--- src/rtl/dpc_pkg.sv ---
package dpc_pkg;

    // Verdict for the pixel in the centre of the window
    typedef enum logic [1:0] {
        CLS_KEEP = 2'd0,   // interior pixel, not an outlier (or bypassed)
        CLS_HOT  = 2'd1,   // above both same-colour neighbours by > margin
        CLS_COLD = 2'd2,   // below both same-colour neighbours by > margin
        CLS_EDGE = 2'd3    // a neighbour is missing in this line
    } dpc_class_e;

endpackage

--- src/rtl/dpc_window.sv ---
module dpc_window #(
    parameter int PIX_W = 10,
    parameter int PITCH = 2
) (
    input  logic             clk,
    input  logic             rst_n,
    input  logic             shift_i,
    input  logic             sol_i,
    input  logic [PIX_W-1:0] pix_i,
    output logic [PIX_W-1:0] left_o,
    output logic [PIX_W-1:0] ctr_o,
    output logic [PIX_W-1:0] right_o,
    output logic             ctr_sol_o,
    output logic             ctr_occ_o,
    output logic             fresh_o,
    output logic             left_ok_o,
    output logic             right_ok_o
);

    localparam int DEPTH = 2 * PITCH + 1;
    localparam int LAST  = DEPTH - 1;

    // index 0 = newest sample (right neighbour), PITCH = centre, LAST = left
    typedef struct packed {
        logic [DEPTH-1:0][PIX_W-1:0] pix;
        logic [DEPTH-1:0]            sol;
        logic [DEPTH-1:0]            occ;
        logic                        fresh;
    } win_t;

    win_t win_d, win_q;

    always_comb begin
        win_d       = win_q;
        win_d.fresh = shift_i;
        if (shift_i) begin
            for (int k = LAST; k > 0; k--) begin
                win_d.pix[k] = win_q.pix[k-1];
                win_d.sol[k] = win_q.sol[k-1];
                win_d.occ[k] = win_q.occ[k-1];
            end
            win_d.pix[0] = pix_i;
            win_d.sol[0] = sol_i;
            win_d.occ[0] = 1'b1;
        end
    end

    always_ff @(posedge clk) begin
        if (!rst_n) win_q <= '0;
        else        win_q <= win_d;
    end

    // Same-line test: a line start between centre and a neighbour breaks the pair
    logic [PITCH-1:0] left_break, right_break;

    for (genvar g = 0; g < PITCH; g++) begin : g_breaks
        assign left_break[g]  = win_q.sol[PITCH + g];
        assign right_break[g] = win_q.sol[g];
    end

    assign left_ok_o  = win_q.occ[LAST] && (left_break == '0);
    assign right_ok_o = win_q.occ[0] && (right_break == '0);
    assign left_o     = win_q.pix[LAST];
    assign ctr_o      = win_q.pix[PITCH];
    assign right_o    = win_q.pix[0];
    assign ctr_sol_o  = win_q.sol[PITCH];
    assign ctr_occ_o  = win_q.occ[PITCH];
    assign fresh_o    = win_q.fresh;

endmodule

--- src/rtl/dpc_classify.sv ---
module dpc_classify
    import dpc_pkg::*;
#(
    parameter int PIX_W = 10
) (
    input  logic             enable_i,
    input  logic [PIX_W-1:0] margin_i,
    input  logic [PIX_W-1:0] left_i,
    input  logic [PIX_W-1:0] ctr_i,
    input  logic [PIX_W-1:0] right_i,
    input  logic             left_ok_i,
    input  logic             right_ok_i,
    output dpc_class_e       cls_o,
    output logic [PIX_W-1:0] pix_o
);

    localparam int WIDE = PIX_W + 1;

    logic [WIDE-1:0] l_w, c_w, r_w, m_w;
    logic [WIDE-1:0] mean_w;
    logic            hot, cold;

    always_comb begin
        l_w    = {1'b0, left_i};
        c_w    = {1'b0, ctr_i};
        r_w    = {1'b0, right_i};
        m_w    = {1'b0, margin_i};
        hot    = (c_w > l_w + m_w) && (c_w > r_w + m_w);
        cold   = (c_w + m_w < l_w) && (c_w + m_w < r_w);
        mean_w = (l_w + r_w + WIDE'(1)) >> 1;

        if (!(left_ok_i && right_ok_i)) cls_o = CLS_EDGE;
        else if (!enable_i)             cls_o = CLS_KEEP;
        else if (hot)                   cls_o = CLS_HOT;
        else if (cold)                  cls_o = CLS_COLD;
        else                            cls_o = CLS_KEEP;

        if (cls_o == CLS_HOT || cls_o == CLS_COLD) pix_o = mean_w[PIX_W-1:0];
        else                                       pix_o = ctr_i;
    end

endmodule

--- src/rtl/bayer_defect_fix.sv ---
module bayer_defect_fix
    import dpc_pkg::*;
#(
    parameter int PIX_W       = 10,
    parameter int COLOR_PITCH = 2
) (
    input  logic             clk,
    input  logic             rst_n,
    input  logic             enable,
    input  logic [PIX_W-1:0] threshold,
    input  logic             in_valid,
    input  logic             in_sol,
    input  logic [PIX_W-1:0] in_pix,
    output logic             out_valid,
    output logic             out_sol,
    output logic [PIX_W-1:0] out_pix
);

    typedef struct packed {
        logic             valid;
        logic             sol;
        logic [PIX_W-1:0] pix;
    } out_t;

    out_t out_d, out_q;

    logic [PIX_W-1:0] w_left, w_ctr, w_right, fix_pix;
    logic             w_sol, w_occ, w_fresh, w_lok, w_rok;
    dpc_class_e       cls;

    dpc_window #(.PIX_W(PIX_W), .PITCH(COLOR_PITCH)) u_window (
        .clk        (clk),
        .rst_n      (rst_n),
        .shift_i    (in_valid),
        .sol_i      (in_sol),
        .pix_i      (in_pix),
        .left_o     (w_left),
        .ctr_o      (w_ctr),
        .right_o    (w_right),
        .ctr_sol_o  (w_sol),
        .ctr_occ_o  (w_occ),
        .fresh_o    (w_fresh),
        .left_ok_o  (w_lok),
        .right_ok_o (w_rok)
    );

    dpc_classify #(.PIX_W(PIX_W)) u_classify (
        .enable_i   (enable),
        .margin_i   (threshold),
        .left_i     (w_left),
        .ctr_i      (w_ctr),
        .right_i    (w_right),
        .left_ok_i  (w_lok),
        .right_ok_i (w_rok),
        .cls_o      (cls),
        .pix_o      (fix_pix)
    );

    always_comb begin
        out_d       = out_q;
        out_d.valid = w_fresh && w_occ;
        out_d.sol   = 1'b0;
        if (w_fresh && w_occ) begin
            out_d.sol = w_sol;
            out_d.pix = fix_pix;
        end
    end

    always_ff @(posedge clk) begin
        if (!rst_n) out_q <= '0;
        else        out_q <= out_d;
    end

    assign out_valid = out_q.valid;
    assign out_sol   = out_q.sol;
    assign out_pix   = out_q.pix;

    AST_OUT_AFTER_INPUT: assert property (@(posedge clk) disable iff (!rst_n)
        out_valid |-> $past(in_valid, 2));

    AST_SOL_QUALIFIED: assert property (@(posedge clk) disable iff (!rst_n)
        out_sol |-> out_valid);

    AST_HOT_LOWERED: assert property (@(posedge clk) disable iff (!rst_n)
        out_valid && $past(cls == CLS_HOT) |-> out_pix < $past(w_ctr));

    AST_COLD_RAISED: assert property (@(posedge clk) disable iff (!rst_n)
        out_valid && $past(cls == CLS_COLD) |-> out_pix > $past(w_ctr));

    AST_EDGE_PASS: assert property (@(posedge clk) disable iff (!rst_n)
        out_valid && $past(cls == CLS_EDGE) |-> out_pix == $past(w_ctr));

    AST_BYPASS_PASS: assert property (@(posedge clk) disable iff (!rst_n)
        out_valid && !$past(enable) |-> out_pix == $past(w_ctr));

    AST_MEAN_BETWEEN: assert property (@(posedge clk) disable iff (!rst_n)
        out_valid && $past(cls == CLS_HOT || cls == CLS_COLD) |->
            (out_pix >= $past(w_left) || out_pix >= $past(w_right)) &&
            (out_pix <= $past(w_left) || out_pix <= $past(w_right)));

endmodule

--- config.mk ---
export PLATFORM = sky130hd
export DESIGN_NAME = bayer_defect_fix
export DESIGN_NICKNAME = d
export VERILOG_FILES = /design/src/rtl/dpc_pkg.sv /design/src/rtl/dpc_window.sv /design/src/rtl/dpc_classify.sv /design/src/rtl/bayer_defect_fix.sv
export SDC_FILE = /design/constraint.sdc
export NUM_CORES = 1
export LEC_CHECK = 0
export CORE_MARGIN = 2
export CORE_UTILIZATION = 30
export DETAILED_ROUTE_END_ITERATION = 8
export SLEW_MARGIN = 20
export SYNTH_ARGS = -nofsm -noshare
export SYNTH_HDL_FRONTEND = slang
export SYNTH_SLANG_ARGS = --single-unit
export TNS_END_PERCENT = 5
--- constraint.sdc ---
create_clock -name clk -period 6.2 [get_ports clk]
set_input_delay 1.24 -clock clk [delete_from_list [all_inputs] [get_ports clk]]
set_output_delay 1.24 -clock clk [all_outputs]
set_load 0.01 [all_outputs]
Yosys cells after proc, flatten, opt, wreduce, memory -nomap -nowiden
Index checks and enable logic that the tools add are counted. Widths: inputs -> output; s select.

Bits of input ports: 25. Logic and storage cells: 37. Flip-flop bits (word level): 72.

Reductions and logical operators: 10. Mux-type cells: 5. $lt $le $gt $ge: 4. Add/subtract/negate cells: 5. Eq/ne operators: 2.

Operators with widths (number): $add 10x10->11 (4); $gt 10x11->1 (2); $lt 11x10->1 (2); $add 11x1->11 const B (1); $mux 10 (1); $mux 2 (4); $logic_and 1x1->1 (6); $logic_not 2->1 (2); $eq 2x1->1 const B (1); $eq 2x2->1 const B (1); $reduce_and 2->1 (1); $logic_or 1x1->1 (1).

Longest topological paths before layout
Depth after elaboration: 10. Mapped depth: 17.

Hierarchy
From an unflattened synthesis, not the netlist that was laid out.

Cells, all modules: 599. Area total of the unflattened synthesis: 5626.6 µm².

By module, submodules not included: dpc_classify (cells an instance 326, instances 1, area each 2615.0 µm², seq. area each 0.0 µm²); dpc_window (cells an instance 223, instances 1, area each 2522.4 µm², seq. area each 1201.2 µm²); bayer_defect_fix (cells an instance 50, instances 1, area each 489.2 µm², seq. area each 240.2 µm²).

Worst setup path after synthesis
No wires, ideal clock.

Kind: input to register. From: input threshold[0]. To: register out_q (netlist bit out_pix[1]). Arrival: 4620 ps. Stages on the path: 16. Data required time: 6107 ps. Library setup time: 93 ps. Path slack: 1487 ps. Cell sequence: ha_1 -> fa_1 -> a21oi_1 -> o21ai_0 -> o31ai_1 -> nand2b_1 -> a21oi_1 -> xor2_1 -> ha_1 -> o21ai_0 -> a2111oi_2 -> o2111ai_1 -> or4_4 -> and2_4 -> buf_6 -> o311ai_2.

Longest elaborated chain between the ends: 10. Elaborated cells between the ends (all ways): 17.

Ends and longest elaborated chain: start, declared (RTL line bayer_defect_fix.sv:10) `input logic [PIX_W-1:0] threshold,`; $add 10x10->11 (RTL line dpc_classify.sv:29) `cold = (c_w + m_w < l_w) && (c_w + m_w < r_w);`; $lt 11x10->1 (RTL line dpc_classify.sv:29); $logic_and 1x1->1 (RTL line dpc_classify.sv:29); $mux 2 (RTL line dpc_classify.sv:35) `else if (cold) cls_o = CLS_COLD;`; $mux 2 (*) (RTL line dpc_classify.sv:34) `else if (hot) cls_o = CLS_HOT;`; $mux 2 (*) (RTL line dpc_classify.sv:33) `else if (!enable_i) cls_o = CLS_KEEP;`; $mux 2 (*) (RTL line dpc_classify.sv:32) `if (!(left_ok_i && right_ok_i)) cls_o = CLS_EDGE;`; $eq 2x1->1 / $eq 2x2->1 (equally long branches) (RTL line dpc_classify.sv:38) `if (cls_o == CLS_HOT || cls_o == CLS_COLD) pix_o = mean_w[PIX_W-1:0];`; $logic_or 1x1->1 (*) (RTL line dpc_classify.sv:38); $mux 10 (*) (RTL line dpc_classify.sv:38); end signal, assigned (RTL line bayer_defect_fix.sv:71) `else out_q <= out_d;`; end, declared (RTL line bayer_defect_fix.sv:25) `out_t out_d, out_q;`.

Mark *: on every way between the ends. The rest lies on a longest branch, timed or not. A chain may end at the register's enable or synchronous reset.

Worst setup path after layout
From: input threshold[0]. To: register out_q (netlist bit out_pix[9]).

Same word-level chain as after synthesis.

==> metrics.cfg <==
[synth]
ys_ff_latch = 72
synth-simple-area-share_pct = 17.3
synth_edf_count = 0
synth_cells = 581
yosysUniqueCellTypes = 51
ys_seq_area_share_pct = 27.4
synth_top_family_by_area = adder cells
async_flop_share_pct = 0
yosys_warnings = 0
netlist_area_um2 = 5270
synth_ff_type = dfxtp_1
ys_top_cells_by_area = dfxtp_1, ha_1, mux2i_1
synth_nets = 687
synth_largest_area_cell = dfxtp_1
synth_mux_area_share_pct = 11.0
syn_area_per_cell_um2 = 9.07
synth_top_area_share_pct = 27.4
synth_xor_area_share_pct = 4.15
synthAdderAreaFrac_pct = 19.8
synth-compound-area-share_pct = 16.4

[pwr]
p_total_mw = 1.22
p_clk_share_pct = 43.9
power_density_nw_per_um2 = 199
p_comb_share_pct = 16.1
intPower_uw = 899
power.leakage_nw = 2.63
seq_power_share_pct = 40.1
peakVddDrop_mv = 0.172
switching_power_uw = 320
switching_share_pct = 26.2

[hold_path]
hold_start = u_window.win_q[1]
min_path_cells = 1
min_path_type = reg -> reg
min_to = u_window.win_q[1]

[worst_setup_path]
cp_slowest_cell = or4_4
r2r_end = out_pix[9]
reg2reg_from = u_window.right_o[0]
path_cells = clkdlybuf4s50_1 > ha_1 > fa_1 > a21oi_1 > o21ai_0 > o31ai_1 > nand2b_1 > a21oi_1 > xor2_1 > ha_1 > o21ai_0 > a2111oi_2 > o2111ai_1 > or4_4 > and2_4 > o311ai_2
critPathMaxFanout = 12
crit_arrival_ps = 5680
critPathKind = in -> reg
slowest_delay_ps = 600
crit_required_ps = 6450
endpoint_kind = flop
cp-start-kind = input port
worstRegToRegCells = 15
rrSetupSlack_ps = 1800

[grt]
grt_pass1_vias = 3963
grtUsageTotal_pct = 14.7
grt_max_degree = 76
grt_pass1_wl_um = 21100
antenna_found_initial = 0
gr-total-overflow = 0

[sta]
slew_headroom_pct = 34.1
rsz0062_at_grt = no
skew_ps = 6.58
fin_crit_ps = 5430
clock.fmax_ghz = 0.184
layout_setup_ws_ps = 772
holdWs_ps = 485
setup_viol = 0
slew_violations = 0
worst_slew_pin_slew_ps = 989
fin_setup_tns_ps = 0
timing.final.crit_share_pct = 87.5
timing_hold_violations_final = 0

[flow_run]
maxCapViolations = 0

[clock_tree]
cts_setup_buffers = 0
cts_tree = built
clock_latency_ps = 340
htree_levels = 3
cts_hold_buf = 0
cts_buffers = 9
post_cts_resized = 0
clkSlewWorstSetupHoldPaths_ps = 60
cts_root_buffer = clkbuf_16
clockBufferDepth = 2
cts.sinks = 72

[route]
drt-wirelength-per-cell_um = 15.4
drtIter0Drc = 205
wirelength_um = 12900
ant_nets = 0
via_count = 4119
drc = 0
dr.pass1.iters = 4
via_per_inst = 4.91

[finish]
final_core_util_pct = 35.6
antenna_cells = 0
design_area_um2 = 6140
final_layout_size_suffix_gt1_share_pct = 4.40
fin_cells = 839
syn_to_final_growth_pct = 16.5
num-nets-final = 715

[placed_design]
placed_cell_area_um2 = 5830
post-place-ws_ps = 430
numPortBuffers = 36
dp_hpwl_um = 9520
gp_congestion = 0.876
dpl.cell_count = 823

[floorplanning]
core-area_um2 = 17200
dieWidth_um = 137
start_util_pct = 30.6
die_area_um2 = 18600
die_height_um = 137
io_pins = 37
rows = 48

[outcome]
status = completed

## cells in the final DEF, fill, tap and decap left out, drive strengths merged, types with 6 or more instances in the layout
cell,netlist,layout
mux2i,58,58
dfxtp,72,72
nand2b,8,8
nor3,9,9
xnor2,18,18
clkdlybuf4s50,0,34
a2111oi,6,6
o21a,7,7
a21oi,29,29
ha,77,77
a211oi,14,14
xor2,7,7
nand2,20,20
o21ai,26,26
and3,7,7
clkbuf,12,11
nor2,21,21
a21o,11,11
inv,34,34
nand3,17,17
nor2b,61,61
## cells in the mapped netlist, types with 2 or more instances
cell type  count
ha_1          77
dfxtp_1       72
nor2b_1       61
mux2i_1       58
inv_1         34
a21oi_1       29
o21ai_0       26
nor2_1        21
nand2_1       20
xnor2_1       18
nand3_1       17
a211oi_1      14
clkbuf_1      12
a21o_1        11
nor3_1         9
nand2b_1       8
and3_1         7
o21a_1         7
xor2_1         7
buf_1          6
a2111oi_0      5
a31oi_1        5
nand4_1        5
fa_1           4
nor4_1         4
o21bai_1       4
a211o_1        3
and2_1         3
o2111ai_1      3
o211ai_1       3
o211a_1        2
o22ai_1        2
o311ai_0       2
o311ai_2       2
o31a_1         2
or2_2          2
or3_1          2
## registers in the layout, indices dropped and copies added (netlist names), 2 cells and up
signal                cells
out_pix                  10
u_window.ctr_o           10
u_window.left_o          10
u_window.right_break      2
u_window.right_o         10
u_window.win_q           24
## worst max path at each step
stage                     slack, ps  cells after the start          from    endpoint
final                           770                     16  threshold[0]  out_pix[9]
after global routing            330                     15  threshold[1]  out_pix[9]
after CTS                       780                     15  threshold[1]  out_pix[9]
after detailed placement        430                     16  threshold[0]  out_pix[9]
after global placement          440                     16  threshold[0]  out_pix[9]
after floorplan                1490                     16  threshold[0]  out_pix[1]
## area by class of cell
| cell class | instances | area, um2 |
|---|---|---|
| Fill cell | 1754 | 11100 |
| Multi-Input combinational cell | 455 | 3620 |
| Sequential cell | 72 | 1440 |
| Timing Repair Buffer | 37 | 363 |
| Tap cell | 225 | 282 |
| Clock buffer | 11 | 253 |
| Inverter | 34 | 128 |
| Clock inverter | 5 | 55.1 |
## power groups by stage
stage / combinational, mW / sequential, mW / clock (mW)
3_3_place_gp: 0.195 / 0.499 / 0
4_1_cts: 0.197 / 0.489 / 0.554
3_5_place_dp: 0.196 / 0.499 / 0
5_1_grt: 0.225 / 0.490 / 0.571
2_1_floorplan: 0.144 / 0.492 / 0
6_report: 0.196 / 0.489 / 0.535
## critical path: cells and delay by family
kind | cells | cell delay (ps)
XOR/XNOR | 1 | 100
buffers and inverters | 1 | 480
AND/OR/NAND/NOR | 3 | 940
adder cells (fa/ha/maj) | 3 | 990
AO/OA/AOI/OAI | 8 | 1940
## kinds of logic (layout without fill, tap and decap cells)
group	count (synthesis)	count (layout)
XOR/XNOR	25	25
AO/OA/AOI/OAI	127	127
flip-flops	72	72
AND/OR/NAND/NOR	164	164
adder cells (fa/ha/maj)	81	81
buffers and inverters	54	87
multiplexers	58	58
## layer usage
metal	share of wire [%]	vias to the layer above	global-route usage (%)
li1	-	2165	-
met2	44	54	22.9
met3	3.2	21	3.19
met1	51	1879	20.1
met5	0	-	0
met4	2.1	0	5.15
No activity file was read; power rests on OpenSTA's default activity.
